<file path="config.mk">
export PLATFORM = sky130hd
export DESIGN_NAME = clkgen_rst_seq
export DESIGN_NICKNAME = d
export VERILOG_FILES = /design/src/rtl/clkgen_rst_seq_pkg.sv /design/src/rtl/clkgen_rst_sync.sv /design/src/rtl/clkgen_en_gen.sv /design/src/rtl/clkgen_seq_fsm.sv /design/src/rtl/clkgen_cfg_reg.sv /design/src/rtl/clkgen_rst_seq.sv
export SDC_FILE = /design/constraint.sdc
export NUM_CORES = 1
export LEC_CHECK = 0
export CAP_MARGIN = 0
export CORE_MARGIN = 2
export CORE_UTILIZATION = 43
export CTS_CLUSTER_DIAMETER = 30
export DETAILED_ROUTE_END_ITERATION = 8
export PLACE_DENSITY_LB_ADDON = 0.05
export SLEW_MARGIN = 20
export SYNTH_ARGS = -nofsm -noshare
export SYNTH_HDL_FRONTEND = slang
export SYNTH_SLANG_ARGS = --single-unit
</file>
<file path="constraint.sdc">
create_clock -name clk -period 1.8 [get_ports clk]
set_clock_uncertainty 0.1 [all_clocks]
set_input_delay 0.45 -clock clk [delete_from_list [all_inputs] [get_ports clk]]
set_output_delay 0.45 -clock clk [all_outputs]
set_load 0.02 [all_outputs]
</file>
<file path="src/rtl/clkgen_rst_seq_pkg.sv">
package clkgen_rst_seq_pkg;

  typedef enum logic [1:0] {
    ST_LOCK  = 2'd0,
    ST_ALIGN = 2'd1,
    ST_SPIN  = 2'd2,
    ST_DONE  = 2'd3
  } seq_state_t;

endpackage

</file>
<file path="src/rtl/clkgen_rst_sync.sv">
module clkgen_rst_sync #(
  parameter int STAGES = 2
) (
  input  logic clk,
  input  logic arst_n,
  input  logic d,
  output logic q
);
  logic [STAGES-1:0] chain_q;
  logic [STAGES-1:0] chain_d;

  generate
    if (STAGES == 1) begin : g_one
      assign chain_d = d;
    end else begin : g_many
      assign chain_d = {chain_q[STAGES-2:0], d};
    end
  endgenerate

  always_ff @(posedge clk or negedge arst_n) begin
    if (!arst_n) chain_q <= '0;
    else         chain_q <= chain_d;
  end

  assign q = chain_q[STAGES-1];
endmodule

</file>
<file path="src/rtl/clkgen_en_gen.sv">
module clkgen_en_gen #(
  parameter int FAST_DIV = 2,
  parameter int SLOW_DIV = 4
) (
  input  logic clk,
  input  logic rst_n,
  input  logic aligned,
  output logic fast_en,
  output logic slow_en
);
  localparam int CW = (SLOW_DIV > 2) ? $clog2(SLOW_DIV) : 1;
  localparam logic [CW-1:0] LAST = CW'(SLOW_DIV - 1);

  logic [CW-1:0] cnt_q, cnt_d;
  logic          fast_q, fast_d;
  logic          slow_q, slow_d;
  logic          fast_hit, slow_hit;

  // cnt_q equals cycles since aligned release, modulo SLOW_DIV
  assign fast_hit = ((32'(cnt_q) % FAST_DIV) == (FAST_DIV - 1));
  assign slow_hit = (cnt_q == LAST);

  always_comb begin
    cnt_d  = cnt_q;
    fast_d = 1'b0;
    slow_d = 1'b0;
    if (!aligned) begin
      cnt_d = '0;
    end else begin
      cnt_d  = (cnt_q == LAST) ? '0 : cnt_q + 1'b1;
      fast_d = fast_hit;
      slow_d = slow_hit;
    end
  end

  always_ff @(posedge clk or negedge rst_n) begin
    if (!rst_n) begin
      cnt_q  <= '0;
      fast_q <= 1'b0;
      slow_q <= 1'b0;
    end else begin
      cnt_q  <= cnt_d;
      fast_q <= fast_d;
      slow_q <= slow_d;
    end
  end

  assign fast_en = fast_q;
  assign slow_en = slow_q;
endmodule

</file>
<file path="src/rtl/clkgen_seq_fsm.sv">
module clkgen_seq_fsm
  import clkgen_rst_seq_pkg::*;
(
  input  logic clk,
  input  logic rst_n,
  input  logic pll_lock,
  input  logic align_pulse,
  input  logic slow_en,
  input  logic test_mode,
  input  logic div_bypass,
  output logic aligned,
  output logic ready
);
  seq_state_t state_q, state_d;
  logic       aligned_q, aligned_d;
  logic       ready_q, ready_d;
  logic       straps_ok;

  assign straps_ok = !test_mode && !div_bypass;

  always_comb begin
    state_d = state_q;
    unique case (state_q)
      ST_LOCK:  if (pll_lock)    state_d = ST_ALIGN;
      ST_ALIGN: if (align_pulse) state_d = ST_SPIN;
      ST_SPIN:  if (slow_en)     state_d = ST_DONE;
      ST_DONE:                   state_d = ST_DONE;
      default:                   state_d = ST_LOCK;
    endcase
    aligned_d = (state_d == ST_SPIN) || (state_d == ST_DONE);
    ready_d   = (state_d == ST_DONE) && pll_lock && straps_ok;
  end

  always_ff @(posedge clk or negedge rst_n) begin
    if (!rst_n) begin
      state_q   <= ST_LOCK;
      aligned_q <= 1'b0;
      ready_q   <= 1'b0;
    end else begin
      state_q   <= state_d;
      aligned_q <= aligned_d;
      ready_q   <= ready_d;
    end
  end

  assign aligned = aligned_q;
  assign ready   = ready_q;
endmodule

</file>
<file path="src/rtl/clkgen_cfg_reg.sv">
module clkgen_cfg_reg #(
  parameter int          W       = 16,
  parameter logic [W-1:0] DEFAULT = '0,
  parameter logic [W-1:0] KEEP    = '0
) (
  input  logic         clk,
  input  logic         cold_rst_n,
  input  logic         warm_rst_n,
  input  logic         wr_en,
  input  logic [W-1:0] wr_data,
  output logic [W-1:0] q
);
  logic [W-1:0] keep_q, keep_d;
  logic [W-1:0] soft_q, soft_d;

  always_comb begin
    keep_d = keep_q;
    soft_d = soft_q;
    if (wr_en) begin
      keep_d = wr_data & KEEP;
      soft_d = wr_data & ~KEEP;
    end
  end

  // clock-programming fields: cleared only by cold reset
  always_ff @(posedge clk or negedge cold_rst_n) begin
    if (!cold_rst_n) keep_q <= DEFAULT & KEEP;
    else             keep_q <= keep_d;
  end

  // remaining fields: cleared by warm or cold reset
  always_ff @(posedge clk or negedge warm_rst_n) begin
    if (!warm_rst_n) soft_q <= DEFAULT & ~KEEP;
    else             soft_q <= soft_d;
  end

  assign q = (keep_q & KEEP) | (soft_q & ~KEEP);
endmodule

</file>
<file path="src/rtl/clkgen_rst_seq.sv">
module clkgen_rst_seq #(
  parameter int           CFG_W       = 16,
  parameter logic [15:0]  CFG_DEFAULT = 16'h5A3C,
  parameter logic [15:0]  CFG_KEEP    = 16'h00FF,
  parameter int           SYNC_STAGES = 2,
  parameter int           FAST_DIV    = 2,
  parameter int           SLOW_DIV    = 4
) (
  input  logic             clk,
  input  logic             pll_rst_n,
  input  logic             logic_rst_n,
  input  logic             pll_lock,
  input  logic             align_pulse,
  input  logic             test_mode,
  input  logic             div_bypass,
  input  logic             cfg_we,
  input  logic [CFG_W-1:0] cfg_wdata,
  output logic             pll_rst_out_n,
  output logic             gclk_rst_n,
  output logic             aligned_rst_n,
  output logic             io2x_en,
  output logic             io_en,
  output logic             ready,
  output logic [CFG_W-1:0] cfg_q
);
  localparam logic [CFG_W-1:0] DEF_W  = CFG_W'(CFG_DEFAULT);
  localparam logic [CFG_W-1:0] KEEP_W = CFG_W'(CFG_KEEP);

  logic both_rst_n;
  logic pll_sync;
  logic glob_sync;
  logic aligned;
  logic fast_en;
  logic slow_en;

  assign both_rst_n = pll_rst_n & logic_rst_n;

  clkgen_rst_sync #(.STAGES(SYNC_STAGES)) u_pll_sync (
    .clk    (clk),
    .arst_n (pll_rst_n),
    .d      (1'b1),
    .q      (pll_sync)
  );

  // global reset chain is fed from the PLL chain: enforces release order
  clkgen_rst_sync #(.STAGES(SYNC_STAGES)) u_glob_sync (
    .clk    (clk),
    .arst_n (both_rst_n),
    .d      (pll_sync),
    .q      (glob_sync)
  );

  clkgen_seq_fsm u_fsm (
    .clk         (clk),
    .rst_n       (glob_sync),
    .pll_lock    (pll_lock),
    .align_pulse (align_pulse),
    .slow_en     (slow_en),
    .test_mode   (test_mode),
    .div_bypass  (div_bypass),
    .aligned     (aligned),
    .ready       (ready)
  );

  clkgen_en_gen #(.FAST_DIV(FAST_DIV), .SLOW_DIV(SLOW_DIV)) u_en (
    .clk     (clk),
    .rst_n   (glob_sync),
    .aligned (aligned),
    .fast_en (fast_en),
    .slow_en (slow_en)
  );

  clkgen_cfg_reg #(.W(CFG_W), .DEFAULT(DEF_W), .KEEP(KEEP_W)) u_cfg (
    .clk        (clk),
    .cold_rst_n (pll_rst_n),
    .warm_rst_n (both_rst_n),
    .wr_en      (cfg_we & glob_sync),
    .wr_data    (cfg_wdata),
    .q          (cfg_q)
  );

  assign pll_rst_out_n = pll_sync;
  assign gclk_rst_n    = glob_sync;
  assign aligned_rst_n = aligned;
  assign io2x_en       = fast_en;
  assign io_en         = slow_en;
endmodule

</file>
==> impl_metrics.tcl, run 1 <==
set metrics [dict create \
    synth_cell_types 16 \
    seq_area_um2 686 \
    drt_pre_antenna_iters 2 \
    top_level_ports 46 \
    post_drt_wl_per_cell_um 13.4 \
    holdBufCountCts 0 \
    grt_overflow 0 \
    start_util_pct 45.8 \
    first_global_vias 700 \
    worst-path-buf-inv 1 \
    num_vias 660 \
    outcome "complete, no violations" \
    portBuffers 45 \
    n_antenna_cell 0 \
    worstPathArrival_ps 1200 \
    netlist_instances 60 \
    crit_path_max_fanout 2 \
    antenna_found_initial 0 \
    ys_ff_latch 27 \
    gp_congestion 0.598 \
    chipHeight_um 52.5 \
    finalNetCount 138 \
    cts_setup_buffers 0 \
    cts_sinks 27 \
    cp-start-kind "flip-flop" \
    clk_pin_slew_ps 140 \
    place_hpwl_um 1480 \
    antenna_left 0 \
    grt_setup_unrepaired "no" \
    power.total_mw 1.44 \
    ys_seq_area_share_pct 67.7 \
    async_flop_share_pct 100 \
    tns_ps 0 \
    cp_top_family "flip-flops" \
    drc 0 \
    ys.flop_type "dfrtp_1" \
    timing.final.hold_violations 0 \
    drtIter0Drc 2 \
    p_per_area_nw_per_um2 938 \
    nFillCells 182 \
    max_freq_ghz 0.571 \
    cts-root-buf "clkbuf_4" \
    p_leak_nw 0.707 \
    holdCritPathClass "flip-flop to asynchronous set/reset pin" \
    dpl_cell_area_um2 1530 \
    drive_gt1_share_pct 29.5 \
    drv_cap 0 \
    clkLatencyLatePin_ps 310 \
    routed_wl_um 1880 \
    gr-usage-all-layers_pct 16.0 \
    syn_area_um2 1010 \
    synth_edf_count 0 \
    fin_crit_ps 1750 \
    dieArea_um2 2760 \
    worstPathRequired_ps 1250 \
    path_class "flip-flop to output pin" \
    fin_area_um2 1530 \
    rows 17 \
    syn_area_per_cell_um2 16.9 \
    numCtsBuffers 3 \
    setup_viol_count_final 0 \
    utilization_pct 69.2 \
    core_um2 2210 \
    viasPerCell 4.71 \
    finalMaxSlewViolations 0 \
    yosysTopAreaCellShare_pct 47.0 \
    crit_path_end_kind "output pin" \
    multiInputGateArea_um2 315 \
    worstPathCellList "dlygate4sd2_1" \
    slowest_stage "dfstp_2" \
    yosysTopAreaCell "dfrtp_1" \
    synth_nets 85 \
    area_growth_pct 51.2 \
    cts.path.max_buffers 2 \
    finalCritPeriodShare_pct 97.3 \
    vdd.ir_drop.worst_mv 0.539 \
    synth_area_leaders "dfrtp_1 (47%), dfstp_2 (21%), mux2_4 (15%)" \
    fp.dieW_um 52.5 \
    h-tree-depth 1 \
    grt_first_pass_wirelength_um 3120 \
    grt_max_degree 17 \
    ys.warnings.count 0 \
    cts_tree "built" \
    cp_slowest_stage_delay_ps 560 \
]
-- timing repair --
action / in CTS / in global routing
resized for setup: 22 / 2
hold endpoints to repair: 0 / 0
setup endpoints to repair: 22 / 2
-- cell type report --
type | count | area share [%]
sequential | 27 | 44.8
timing repair buffer | 49 | 30.6
multi-input combinational | 32 | 20.6
tap | 28 | 2.29
clock buffer | 4 | 1.72
-- worst paths after layout --
| check | from | endpoint | slack (ps) | cells past startpoint |
|---|---|---|---|---|
| setup / recovery | u_cfg.keep_q[4] | cfg_q[4] | 50 | 1 |
| min in group clk | u_glob_sync.chain_q[0] | u_glob_sync.chain_q[1] | 270 | 0 |
| hold / removal | u_glob_sync.chain_q[1] | u_fsm.state_q[0] | 100 | 1 |
| max in group asynchronous | pll_rst_n | u_cfg.soft_q[12] | 800 | 2 |
| hold reg to reg | u_glob_sync.chain_q[1] | u_fsm.state_q[0] | 100 | 1 |
| setup reg to reg | u_glob_sync.chain_q[1] | u_cfg.soft_q[15] | 420 | 4 |
-- sequential cells by signal (all words and copies together) (netlist names), 2 cells and up --
signal and flops:
u_en.cnt_q 2, u_glob_sync.chain_q 2, u_cfg.keep_q 8, u_cfg.soft_q 8
u_pll_sync.chain_q 2
-- layout by cell type (no fill, tap or decap), drive strengths merged, types with 2 or more instances in the layout --
cell	instances
dfstp	8
buf	4
dfrtp	19
nor2	2
nand2	2
clkdlybuf4s50	23
and2	5
mux2	16
dlygate4sd2	20
clkdlybuf4s15	2
clkbuf	4
-- synthesized netlist by cell type (all sizes together), types with 2 or more instances --
library cell and instances:
mux2 16, and2 5, dfrtp 19, nand2 2
nor2 2, dfstp 8
-- report_power, final --
part | internal [mW] | switching [mW]
registers | 0.726 | 0.0465
logic | 0.220 | 0.191
clock network | 0.0866 | 0.165
-- routing by layer --
layer | global-route usage [%] | vias up | part of all wire (%)
li1 | - | 308 | -
met5 | 0 | - | 0
met3 | 4.00 | 2 | 8.6
met2 | 26.0 | 30 | 50
met4 | 5.13 | 0 | 1.1
met1 | 21.0 | 320 | 41
-- cell families (layout without fill, tap and decap cells) --
kind of cell / Yosys count / in the layout / synth area share, %
AOI/OAI and AO/OA: 2 / 2 / 1.24
adders and majority gates: 1 / 1 / 1.24
buffers and inverters: 1 / 53 / 1.11
DFF: 27 / 27 / 67.7
muxes: 16 / 16 / 21.5
other: 1 / 1 / 0.370
and+or+nand+nor: 12 / 12 / 6.80
-- stage by stage --
step	setup slack, ps	instances	hold WS, ps
6_report	49.2	140	98.0
3_5_place_dp	88.1	136	96.3
4_1_cts	15.7	140	104
5_1_grt	1.36	140	115
2_1_floorplan	313	60	54.4
3_3_place_gp	117	136	98.7
Note: power is estimated with default switching activity, not from simulation.
==> run 2, diff against run 1 <==
--- a/config.mk
+++ b/config.mk
@@ -11,7 +11,7 @@
 export CTS_CLUSTER_DIAMETER = 30
 export DETAILED_ROUTE_END_ITERATION = 8
 export PLACE_DENSITY_LB_ADDON = 0.05
-export SLEW_MARGIN = 20
+export SLEW_MARGIN = 10
 export SYNTH_ARGS = -nofsm -noshare
 export SYNTH_HDL_FRONTEND = slang
 export SYNTH_SLANG_ARGS = --single-unit
==> results of run 2 <==
Final layout, timing and power as in run 1 (identical DEF).
==> run 3, diff against run 2 <==
--- a/config.mk
+++ b/config.mk
@@ -9,6 +9,7 @@
 export CORE_MARGIN = 2
 export CORE_UTILIZATION = 43
 export CTS_CLUSTER_DIAMETER = 30
+export CTS_CLUSTER_SIZE = 40
 export DETAILED_ROUTE_END_ITERATION = 8
 export PLACE_DENSITY_LB_ADDON = 0.05
 export SLEW_MARGIN = 10
==> results of run 3 <==
Final layout, timing and power as in run 1 (identical DEF).
